$ cat src/rtl/occ_arb_pkg.sv
package occ_arb_pkg;
  // index of the port following cur on a ring of n ports
  function automatic int unsigned ring_next(int unsigned cur, int unsigned n);
    return (cur + 1 >= n) ? 0 : cur + 1;
  endfunction
endpackage

$ cat src/rtl/occ_arb_streak.sv
module occ_arb_streak #(
  parameter int N_IN    = 5,
  parameter int WIN_CAP = 4,
  localparam int IDX_W  = (N_IN > 1) ? $clog2(N_IN) : 1,
  localparam int SW     = $clog2(WIN_CAP + 1)
) (
  input  logic             clk,
  input  logic             rst_n,
  input  logic             win_en_i,
  input  logic [IDX_W-1:0] win_idx_i,
  output logic [IDX_W-1:0] last_idx_o,
  output logic             have_last_o,
  output logic             capped_o
);
  logic [IDX_W-1:0] last_q, last_d;
  logic             have_q, have_d;
  logic [SW-1:0]    run_q, run_d;
  logic             same_w;

  assign same_w = have_q && (win_idx_i == last_q);

  always_comb begin
    last_d = last_q;
    have_d = have_q;
    run_d  = run_q;
    if (win_en_i) begin
      have_d = 1'b1;
      last_d = win_idx_i;
      if (same_w) run_d = (run_q >= SW'(WIN_CAP)) ? SW'(WIN_CAP) : run_q + SW'(1);
      else        run_d = SW'(1);
    end
  end

  always_ff @(posedge clk or negedge rst_n) begin
    if (!rst_n) begin
      last_q <= '0;
      have_q <= 1'b0;
      run_q  <= '0;
    end else if (win_en_i) begin
      last_q <= last_d;
      have_q <= have_d;
      run_q  <= run_d;
    end
  end

  assign last_idx_o  = last_q;
  assign have_last_o = have_q;
  assign capped_o    = have_q && (run_q >= SW'(WIN_CAP));

  assert_run_restart_R7: assert property (@(posedge clk) disable iff (!rst_n)
    (win_en_i && have_q && (win_idx_i != last_q)) |=> (run_q == SW'(1)));

  assert_run_bound_R6: assert property (@(posedge clk) disable iff (!rst_n)
    run_q <= SW'(WIN_CAP));
endmodule

$ cat src/rtl/occ_arb_mask.sv
module occ_arb_mask #(
  parameter int N_IN   = 5,
  localparam int IDX_W = (N_IN > 1) ? $clog2(N_IN) : 1
) (
  input  logic [N_IN-1:0]  req_i,
  input  logic             slot_free_i,
  input  logic [IDX_W-1:0] last_idx_i,
  input  logic             capped_i,
  output logic [N_IN-1:0]  elig_o
);
  logic [N_IN-1:0] last_oh;
  logic [N_IN-1:0] others;

  always_comb begin
    last_oh = '0;
    last_oh[last_idx_i] = 1'b1;
  end

  assign others = req_i & ~last_oh;

  always_comb begin
    if (!slot_free_i)               elig_o = '0;
    else if (capped_i && |others)   elig_o = others;
    else                            elig_o = req_i;
  end
endmodule

$ cat src/rtl/occ_arb_pick.sv
module occ_arb_pick #(
  parameter int N_IN   = 5,
  parameter int OCC_W  = 4,
  localparam int IDX_W = (N_IN > 1) ? $clog2(N_IN) : 1
) (
  input  logic [N_IN-1:0]       elig_i,
  input  logic [N_IN*OCC_W-1:0] occ_i,
  input  logic [IDX_W-1:0]      ptr_i,
  output logic [N_IN-1:0]       gnt_o,
  output logic                  valid_o,
  output logic [IDX_W-1:0]      idx_o
);
  logic             found;
  logic [OCC_W-1:0] best;
  int               j;

  always_comb begin
    found = 1'b0;
    best  = '0;
    idx_o = '0;
    j     = 0;
    for (int k = 0; k < N_IN; k++) begin
      j = (int'(ptr_i) + k) % N_IN;
      if (elig_i[j] && (!found || (occ_i[j*OCC_W +: OCC_W] > best))) begin
        found = 1'b1;
        best  = occ_i[j*OCC_W +: OCC_W];
        idx_o = IDX_W'(j);
      end
    end
    gnt_o = '0;
    if (found) gnt_o[idx_o] = 1'b1;
    valid_o = found;
  end
endmodule

$ cat src/rtl/occ_arb_outcnt.sv
module occ_arb_outcnt #(
  parameter int OUT_DEPTH = 8,
  localparam int CW       = $clog2(OUT_DEPTH + 1)
) (
  input  logic          clk,
  input  logic          rst_n,
  input  logic          push_i,
  input  logic          drain_i,
  output logic [CW-1:0] occ_o,
  output logic          free_o
);
  logic [CW-1:0] occ_q, occ_d;
  logic          pop_w;
  logic          upd_w;

  assign pop_w = drain_i && (occ_q != '0);
  assign upd_w = push_i ^ pop_w;

  always_comb begin
    occ_d = occ_q;
    if (push_i && !pop_w)      occ_d = occ_q + CW'(1);
    else if (pop_w && !push_i) occ_d = occ_q - CW'(1);
  end

  always_ff @(posedge clk or negedge rst_n) begin
    if (!rst_n)     occ_q <= '0;
    else if (upd_w) occ_q <= occ_d;
  end

  assign occ_o  = occ_q;
  assign free_o = occ_q < CW'(OUT_DEPTH);

  assert_occ_step_R8: assert property (@(posedge clk) disable iff (!rst_n)
    1'b1 |=> (occ_q == $past(occ_q) + CW'($past(push_i)) - CW'($past(pop_w))));

  assert_no_overflow_R8: assert property (@(posedge clk) disable iff (!rst_n)
    occ_q <= CW'(OUT_DEPTH));
endmodule

$ cat src/rtl/occ_port_arbiter.sv
module occ_port_arbiter #(
  parameter int N_IN      = 5,
  parameter int OCC_W     = 4,
  parameter int OUT_DEPTH = 8,
  parameter int WIN_CAP   = 4,
  localparam int IDX_W    = (N_IN > 1) ? $clog2(N_IN) : 1,
  localparam int CW       = $clog2(OUT_DEPTH + 1)
) (
  input  logic                  clk,
  input  logic                  rst_n,
  input  logic [N_IN-1:0]       req_i,
  input  logic [N_IN*OCC_W-1:0] in_occ_i,
  input  logic                  out_drain_i,
  output logic [N_IN-1:0]       gnt_o,
  output logic                  gnt_valid_o,
  output logic [CW-1:0]         out_occ_o
);
  import occ_arb_pkg::*;

  logic [IDX_W-1:0] last_idx, ptr, win_idx;
  logic             have_last, capped, slot_free;
  logic [N_IN-1:0]  elig, last_oh;

  assign ptr = have_last ? IDX_W'(ring_next(32'(last_idx), N_IN)) : '0;

  occ_arb_outcnt #(.OUT_DEPTH(OUT_DEPTH)) u_outcnt (
    .clk(clk), .rst_n(rst_n), .push_i(gnt_valid_o), .drain_i(out_drain_i),
    .occ_o(out_occ_o), .free_o(slot_free)
  );

  occ_arb_mask #(.N_IN(N_IN)) u_mask (
    .req_i(req_i), .slot_free_i(slot_free), .last_idx_i(last_idx),
    .capped_i(capped), .elig_o(elig)
  );

  occ_arb_pick #(.N_IN(N_IN), .OCC_W(OCC_W)) u_pick (
    .elig_i(elig), .occ_i(in_occ_i), .ptr_i(ptr),
    .gnt_o(gnt_o), .valid_o(gnt_valid_o), .idx_o(win_idx)
  );

  occ_arb_streak #(.N_IN(N_IN), .WIN_CAP(WIN_CAP)) u_streak (
    .clk(clk), .rst_n(rst_n), .win_en_i(gnt_valid_o), .win_idx_i(win_idx),
    .last_idx_o(last_idx), .have_last_o(have_last), .capped_o(capped)
  );

  always_comb begin
    last_oh = '0;
    last_oh[last_idx] = 1'b1;
  end

  assert_onehot_grant_R2: assert property (@(posedge clk) disable iff (!rst_n)
    $onehot0(gnt_o) && ((gnt_o & ~req_i) == '0) && (gnt_valid_o == (gnt_o != '0)));

  assert_full_blocks_R1: assert property (@(posedge clk) disable iff (!rst_n)
    (out_occ_o == CW'(OUT_DEPTH)) |-> !gnt_valid_o);

  assert_cap_yield_R5: assert property (@(posedge clk) disable iff (!rst_n)
    (capped && ((req_i & ~last_oh) != '0)) |-> ((gnt_o & last_oh) == '0));

  assert_sole_regrant_R6: assert property (@(posedge clk) disable iff (!rst_n)
    (have_last && (req_i == last_oh) && (out_occ_o < CW'(OUT_DEPTH))) |-> (gnt_o == last_oh));
endmodule

$ cat config.mk
export PLATFORM = sky130hd
export DESIGN_NAME = occ_port_arbiter
export DESIGN_NICKNAME = d
export VERILOG_FILES = /design/src/rtl/occ_arb_pkg.sv /design/src/rtl/occ_arb_streak.sv /design/src/rtl/occ_arb_mask.sv /design/src/rtl/occ_arb_pick.sv /design/src/rtl/occ_arb_outcnt.sv /design/src/rtl/occ_port_arbiter.sv
export SDC_FILE = /design/constraint.sdc
export NUM_CORES = 1
export LEC_CHECK = 0
export BUFFER_PORTS_ARGS = -buffer_cell sky130_fd_sc_hd__buf_2
export CAP_MARGIN = 0
export CORE_MARGIN = 4
export CORE_UTILIZATION = 68
export DETAILED_ROUTE_END_ITERATION = 10
export HOLD_SLACK_MARGIN = 0.06
export PLACE_DENSITY = 0.93
export SYNTH_ARGS = -nofsm -noshare
export SYNTH_HDL_FRONTEND = slang
export SYNTH_HIERARCHICAL = 1
export SYNTH_SLANG_ARGS = --single-unit
$ cat constraint.sdc
create_clock -name clk -period 33.1 [get_ports clk]
set_clock_uncertainty 0.15 [all_clocks]
set_input_delay 3.31 -clock clk [delete_from_list [all_inputs] [get_ports clk]]
set_output_delay 3.31 -clock clk [all_outputs]
set_load 0.05 [all_outputs]
==> results.py, run 1 <==
metrics = {
    "final_layout": {
        "mostFrequentLayoutCells": "nand2_1, ha_1, buf_2, inv_1, a21oi_1",
        "fin_area_um2": 4540,
        "syn2layout_area_growth_pct": 5.15,
        "diodes": 0,
        "nets": 602,
        "layout_commonest_cell": "nand2_1",
        "drive_gt1_share_pct": 22.4,
    },
    "setup_path": {
        "startpoint": "req_i[3]",
        "r2r_slack_ns": 20.05,
        "cp-start-kind": "input port",
        "reg2regPathDepth": 53,
        "cp_max_fo": 11,
        "crit_type": "in -> out",
        "reg2reg_to": "u_streak/run_q[0]$_DFFE_PN0P_",
        "critical-path-slowest-cell": "a41oi_1",
        "worstPathRequired_ns": 29.64,
        "crit_path_end_kind": "output pin",
        "endpoint": "gnt_o[0]",
        "arrival_ns": 13.34,
        "slowest_delay_ns": 0.63,
        "path_common_cell": "o21a_1",
        "reg2reg_from": "u_streak/last_idx_o[0]$_DFFE_PN0P_",
    },
    "placed_design": {
        "post_dp_cell_area_um2": 4500,
        "gp_congestion": 1.02,
        "io_buffers": 37,
        "hpwl_mm": 9.65,
        "dp_worst_setup_slack_ns": 16.47,
    },
    "clock_tree": {
        "numCtsBuffers": 3,
        "ctsResizeCount": 0,
        "clkTransAtPathRegs_ns": 0.05,
        "cts_tree": "yes",
        "h-tree-depth": 1,
        "clkLatencyLatePin_ns": 0.24,
        "cts_hold_buf": 0,
        "ctsLongestPathBuffers": 2,
        "cts_root_buf": "clkbuf_8",
        "cts_sinks": 11,
        "postCtsSetupRepairBufs": 0,
    },
    "route": {
        "wl_per_cell_um": 21.2,
        "route.detailed.drc": 0,
        "vias_per_cell": 7.35,
        "drtIter0Drc": 530,
        "drt_pass1_iterations": 8,
        "num_vias": 4422,
        "ant_nets": 0,
        "wirelength_mm": 12.8,
    },
    "synthesis": {
        "synthArstFlopShare_pct": 100,
        "syn_area_per_cell_um2": 8.61,
        "synth_nets": 576,
        "synth_seq_area_share_pct": 6.37,
        "synth_edf_count": 0,
        "ys_warn_count": 6,
        "synth_area_leaders": "ha_1, mux4_2, dfrtp_1",
        "ys_types": 99,
        "ys_ff_latch": 11,
        "synth_ff_type": "dfrtp_1",
        "syn_inst": 502,
        "yosysTopAreaCell": "ha_1",
        "synth.top_cell.area_share_pct": 13.0,
        "synth_area_um2": 4320,
    },
    "min_path": {
        "hp-class": "reg -> reg",
    },
    "grt": {
        "grt_busiest_layer": "met2",
        "globalRouteMet2Util_pct": 55.4,
        "use_met3_pct": 5.74,
        "grt_max_degree": 27,
        "grt_antenna_before_repair": 0,
        "grt_usage_pct": 33.3,
        "grt_pass1_wl_mm": 20.6,
        "grt_pass1_vias": 4231,
        "use_met1_pct": 42.2,
        "gr-total-overflow": 0,
    },
    "floorplan": {
        "rows": 28,
        "die-area_um2": 7690,
        "fp.coreArea_um2": 6030,
        "die_width_um": 87.7,
        "ios": 38,
        "start_util_pct": 71.7,
        "die_h_um": 87.7,
    },
    "sta": {
        "tns_ns": 0,
        "finalHoldViolations": 0,
        "layout_setup_ws_ns": 16.30,
        "max_freq_mhz": 59.5,
        "grt_setup_unrepaired": "no",
        "fin_crit_sh_pct": 50.7,
        "slew_headroom_pct": 30.7,
        "worst_slew_pin_slew_ns": 1.01,
        "report.final.slew_viol_count": 0,
        "fin_crit_ns": 16.80,
        "setup_viol": 0,
    },
    "status": {
        "outcome": "finished, final reports clean",
    },
    "run": {
        "maxCapViolCount": 0,
    },
}
[registers in the layout, summed over array words and instances (netlist names)]
register              flops
u_streak/run_q            3
u_streak/have_last_o      1
u_outcnt/occ_o            4
u_streak/last_idx_o       3
[Yosys cell counts, drive strengths merged, types with 4 or more instances]
cell and count:
o22ai 6, nor2 22, and2 6, o31ai 6, nand3b 5, a41oi 6
a22oi 12, nand4 4, nand2 49, mux2 12, buf 19, mux4 21
a31oi 5, inv 32, dfrtp 11, nand3 18, a211oi 5, nand2b 11
mux2i 20, a21oi 30, nor2b 10, clkbuf 4, xnor2 15, a21o 8
o21a 14, nor3 13, ha 45, o21ai 23
[metal layers]
layer  share of wire, %  up-vias
met1                 38     2056
met4                5.1        0
met2                 47      311
met3                 10       71
met5                  0        -
li1                   -     1984
[final cells by class]
type | count | area (um^2)
Multi-Input combinational cell | 436 | 3770
Clock buffer | 4 | 45.0
Fill cell | 415 | 1480
Inverter | 32 | 120
Sequential cell | 11 | 275
Tap cell | 75 | 93.8
Timing Repair Buffer | 44 | 238
[cell families (layout without fill, tap and decap cells)]
kind of cell	Yosys count	count (layout)	share of synthesized area, %
multiplexers	53	53	19.6
AND/OR/NAND/NOR	162	162	20.2
flip-flops	11	11	6.37
adder cells (fa/ha/maj)	47	47	13.8
buffers and inverters	55	80	6.57
XOR/XNOR	18	18	4.95
AO/OA/AOI/OAI	156	156	28.5
[through the flow]
stage	instances	hold WS [ns]	util (%)
final	602	0.450	75.4
after CTS	602	0.439	75.4
after global routing	602	0.467	75.4
after global placement	598	0.392	74.6
after floorplan	502	0.354	-
after detailed placement	598	0.427	74.6
[worst min path at each step]
stage / slack [ns] / from / end / depth (start not counted)
global route: 0.47 / u_streak/run_q[0]$_DFFE_PN0P_ / u_streak/run_q[0]$_DFFE_PN0P_ / 1
finish: 0.45 / u_streak/run_q[0]$_DFFE_PN0P_ / u_streak/run_q[0]$_DFFE_PN0P_ / 1
detailed placement: 0.43 / u_streak/run_q[0]$_DFFE_PN0P_ / u_streak/run_q[0]$_DFFE_PN0P_ / 1
CTS: 0.44 / u_streak/run_q[0]$_DFFE_PN0P_ / u_streak/run_q[0]$_DFFE_PN0P_ / 1
global placement: 0.39 / u_outcnt/occ_o[2]$_DFFE_PN0P_ / u_outcnt/occ_o[2]$_DFFE_PN0P_ / 2
floorplan: 0.35 / u_streak/run_q[1]$_DFFE_PN0P_ / u_streak/run_q[1]$_DFFE_PN0P_ / 2
[critical path, delay by kind of cell]
family,cells,cell delay (ns)
AO/OA/AOI/OAI,20,3.96
AND/OR/NAND/NOR,15,3.04
multiplexers,4,1.35
adder cells (fa/ha/maj),4,1.10
buffers and inverters,4,0.57
Power of run 1 is not shown: default switching activity piles up to over one toggle a cycle in this logic, so the estimate is an artifact.
==> run 2: changes to the inputs <==
--- a/config.mk
+++ b/config.mk
@@ -5,13 +5,14 @@
 export SDC_FILE = /design/constraint.sdc
 export NUM_CORES = 1
 export LEC_CHECK = 0
+export ABC_AREA = 1
 export BUFFER_PORTS_ARGS = -buffer_cell sky130_fd_sc_hd__buf_2
 export CAP_MARGIN = 0
 export CORE_MARGIN = 4
-export CORE_UTILIZATION = 68
+export CORE_UTILIZATION = 62
 export DETAILED_ROUTE_END_ITERATION = 10
 export HOLD_SLACK_MARGIN = 0.06
-export PLACE_DENSITY = 0.93
+export PLACE_DENSITY = 0.87
 export SYNTH_ARGS = -nofsm -noshare
 export SYNTH_HDL_FRONTEND = slang
 export SYNTH_HIERARCHICAL = 1
==> constraint.sdc (replaced) <==
create_clock -name clk -period 15.8 [get_ports clk]
set_clock_uncertainty 0.15 [all_clocks]
set_input_delay 1.58 -clock clk [delete_from_list [all_inputs] [get_ports clk]]
set_output_delay 1.58 -clock clk [all_outputs]
set_load 0.05 [all_outputs]
==> results.py, run 2 <==
metrics = {
    "sta": {
        "slew_headroom_pct": 42.0,
        "fin_crit_ns": 11.39,
        "tns_ns": 0,
        "max_freq_mhz": 87.8,
        "report.final.slew_viol_count": 0,
        "grt_setup_unrepaired": "no",
        "fin_crit_sh_pct": 72.1,
        "setup_viol": 0,
        "worst_slew_pin_slew_ns": 0.866,
        "finalHoldViolations": 0,
    },
    "clock_tree": {
        "cts_root_buf": "clkbuf_8",
        "numCtsBuffers": 3,
        "ctsResizeCount": 0,
        "clkLatencyLatePin_ns": 0.24,
        "cts_hold_buf": 0,
        "ctsLongestPathBuffers": 2,
        "cts_sinks": 11,
        "h-tree-depth": 1,
        "postCtsSetupRepairBufs": 0,
        "cts_tree": "yes",
        "clkTransAtPathRegs_ns": 0.05,
    },
    "synthesis": {
        "synthArstFlopShare_pct": 100,
        "syn_area_per_cell_um2": 5.56,
        "synth.most_common_cell": "nand2_1",
        "synth_seq_area_share_pct": 6.78,
        "synthTopCellsByCount": "nand2_1, inv_1, o21ai_0",
        "synth_area_um2": 4060,
        "yosysTopAreaCell": "nand2_1",
        "synth.top_cell.area_share_pct": 21.2,
        "ys_ff_latch": 11,
        "synth_nets": 804,
        "synth_edf_count": 0,
        "synth_area_leaders": "nand2_1, ha_1, inv_1",
        "ys_warn_count": 6,
        "syn_inst": 730,
        "ys_types": 43,
        "synth_ff_type": "dfrtp_1",
    },
    "route": {
        "wirelength_mm": 11.1,
        "drt_pass1_iterations": 5,
        "drtIter0Drc": 466,
        "ant_nets": 0,
        "num_vias": 4643,
        "route.detailed.drc": 0,
        "vias_per_cell": 5.55,
        "wl_per_cell_um": 13.3,
    },
    "setup_path": {
        "crit_path_end_kind": "output pin",
        "reg2regPathDepth": 66,
        "arrival_ns": 9.66,
        "crit_type": "reg -> out",
        "critical-path-top-delay-family": "simple AND/OR/NAND/NOR gates",
        "reg2reg_from": "u_streak/last_idx_o[1]$_DFFE_PN0P_",
        "slowest_delay_ns": 0.56,
        "path_common_cell": "nand2_1",
        "cp-start-kind": "flip-flop",
        "critical-path-slowest-cell": "nor2_1",
        "worstPathRequired_ns": 14.07,
        "r2r_slack_ns": 6.02,
        "reg2reg_to": "u_streak/run_q[0]$_DFFE_PN0P_",
        "path_buf_inv": 12,
        "cp_max_fo": 14,
    },
    "min_path": {
        "min_to": "u_streak/run_q[1]$_DFFE_PN0P_",
        "min_path_cells": 2,
        "hp-class": "reg -> reg",
        "min_from": "u_streak/run_q[1]$_DFFE_PN0P_",
    },
    "grt": {
        "grt_pass1_vias": 4274,
        "grt_antenna_before_repair": 0,
        "gr-total-overflow": 0,
        "grt_max_degree": 20,
        "grt_usage_pct": 29.2,
        "grt_pass1_wl_mm": 18.9,
    },
    "final_layout": {
        "mostFrequentLayoutCells": "nand2_1, inv_1, o21ai_0, nor2_1, nand3_1",
        "drive_gt1_share_pct": 14.2,
        "largest_reg_flops": 4,
        "nets": 835,
        "post-route-util_pct": 67.9,
        "diodes": 0,
        "syn2layout_area_growth_pct": 6.32,
        "layout_commonest_cell": "nand2_1",
    },
    "placed_design": {
        "gp_congestion": 0.971,
        "io_buffers": 37,
        "hpwl_mm": 9.41,
    },
    "status": {
        "outcome": "finished, final reports clean",
    },
    "floorplan": {
        "ios": 38,
        "die_width_um": 88.9,
        "rows": 29,
        "die_h_um": 88.9,
        "start_util_pct": 63.9,
        "die-area_um2": 7900,
        "fp.coreArea_um2": 6350,
    },
    "run": {
        "maxCapViolCount": 0,
    },
}
run 2: changes by cell type in the layout (fill, tap and decap cells not counted), sizes merged, moves of 13 or more:
cell and delta:
mux4 -21, o21ai +66, inv +89, nand3 +37, nor2 +30, nand2 +206, mux2i -20, o211ai +14
o21a -13, xnor2 -13
run 2: routing by layer:
metal / GRT usage, % / part of all wire (%)
met5: 0 / 0
met4: 7.42 / 2.7
met3: 3.41 / 5.9
met2: 50.9 / 48
met1: 38.2 / 43
run 2: worst reg2reg max path: cells and delay by family, from the launching register on:
| family | cells | cell delay, ns |
|---|---|---|
| AOI/OAI and AO/OA | 14 | 2.24 |
| buffers and inverters | 13 | 1.44 |
| DFF | 1 | 0.55 |
| adders and majority gates | 7 | 1.90 |
| and+or+nand+nor | 32 | 3.39 |
run 2: cell families (layout without fill, tap and decap cells):
kind of cell,after synthesis,in the layout,synth area share (%)
and+or+nand+nor,378,378,41.4
AOI/OAI and AO/OA,148,148,21.5
buffers and inverters,134,164,13.2
adders and majority gates,46,46,14.4
xor gates and xnor gates,13,13,2.81
DFF,11,11,6.78
run 2: metrics by stage:
stage	hold WS (ns)	std cells	area, um^2	setup WS [ns]
after floorplan	0.330	730	4060	5.84
after global placement	0.342	833	4270	5.17
after detailed placement	0.361	833	4270	4.83
after CTS	0.370	837	4310	4.55
after global routing	0.439	837	4310	3.43
final	0.365	837	4310	4.41
run 2: cell type report:
class | instances | area (um^2)
repair buffers | 38 | 193
clock buffers | 4 | 45.0
well taps | 77 | 96.3
fillers | 601 | 2040
multi-input cells | 585 | 3250
flip-flops and latches | 11 | 275
inverters | 122 | 458
run 2: worst max-delay path by stage:
| stage | startpoint | slack [ns] | cells after the start | endpoint |
|---|---|---|---|---|
| floorplan | u_streak/last_idx_o[0]$_DFFE_PN0P_ | 5.84 | 64 | gnt_o[0] |
| global placement | u_streak/last_idx_o[0]$_DFFE_PN0P_ | 5.17 | 62 | gnt_o[0] |
| detailed placement | u_streak/last_idx_o[1]$_DFFE_PN0P_ | 4.83 | 62 | gnt_o[1] |
| CTS | u_streak/last_idx_o[1]$_DFFE_PN0P_ | 4.55 | 62 | gnt_o[1] |
| global route | u_streak/last_idx_o[1]$_DFFE_PN0P_ | 3.43 | 63 | gnt_o[1] |
| finish | u_streak/last_idx_o[1]$_DFFE_PN0P_ | 4.41 | 62 | gnt_o[1] |
Power of run 2 is left out for the same reason.
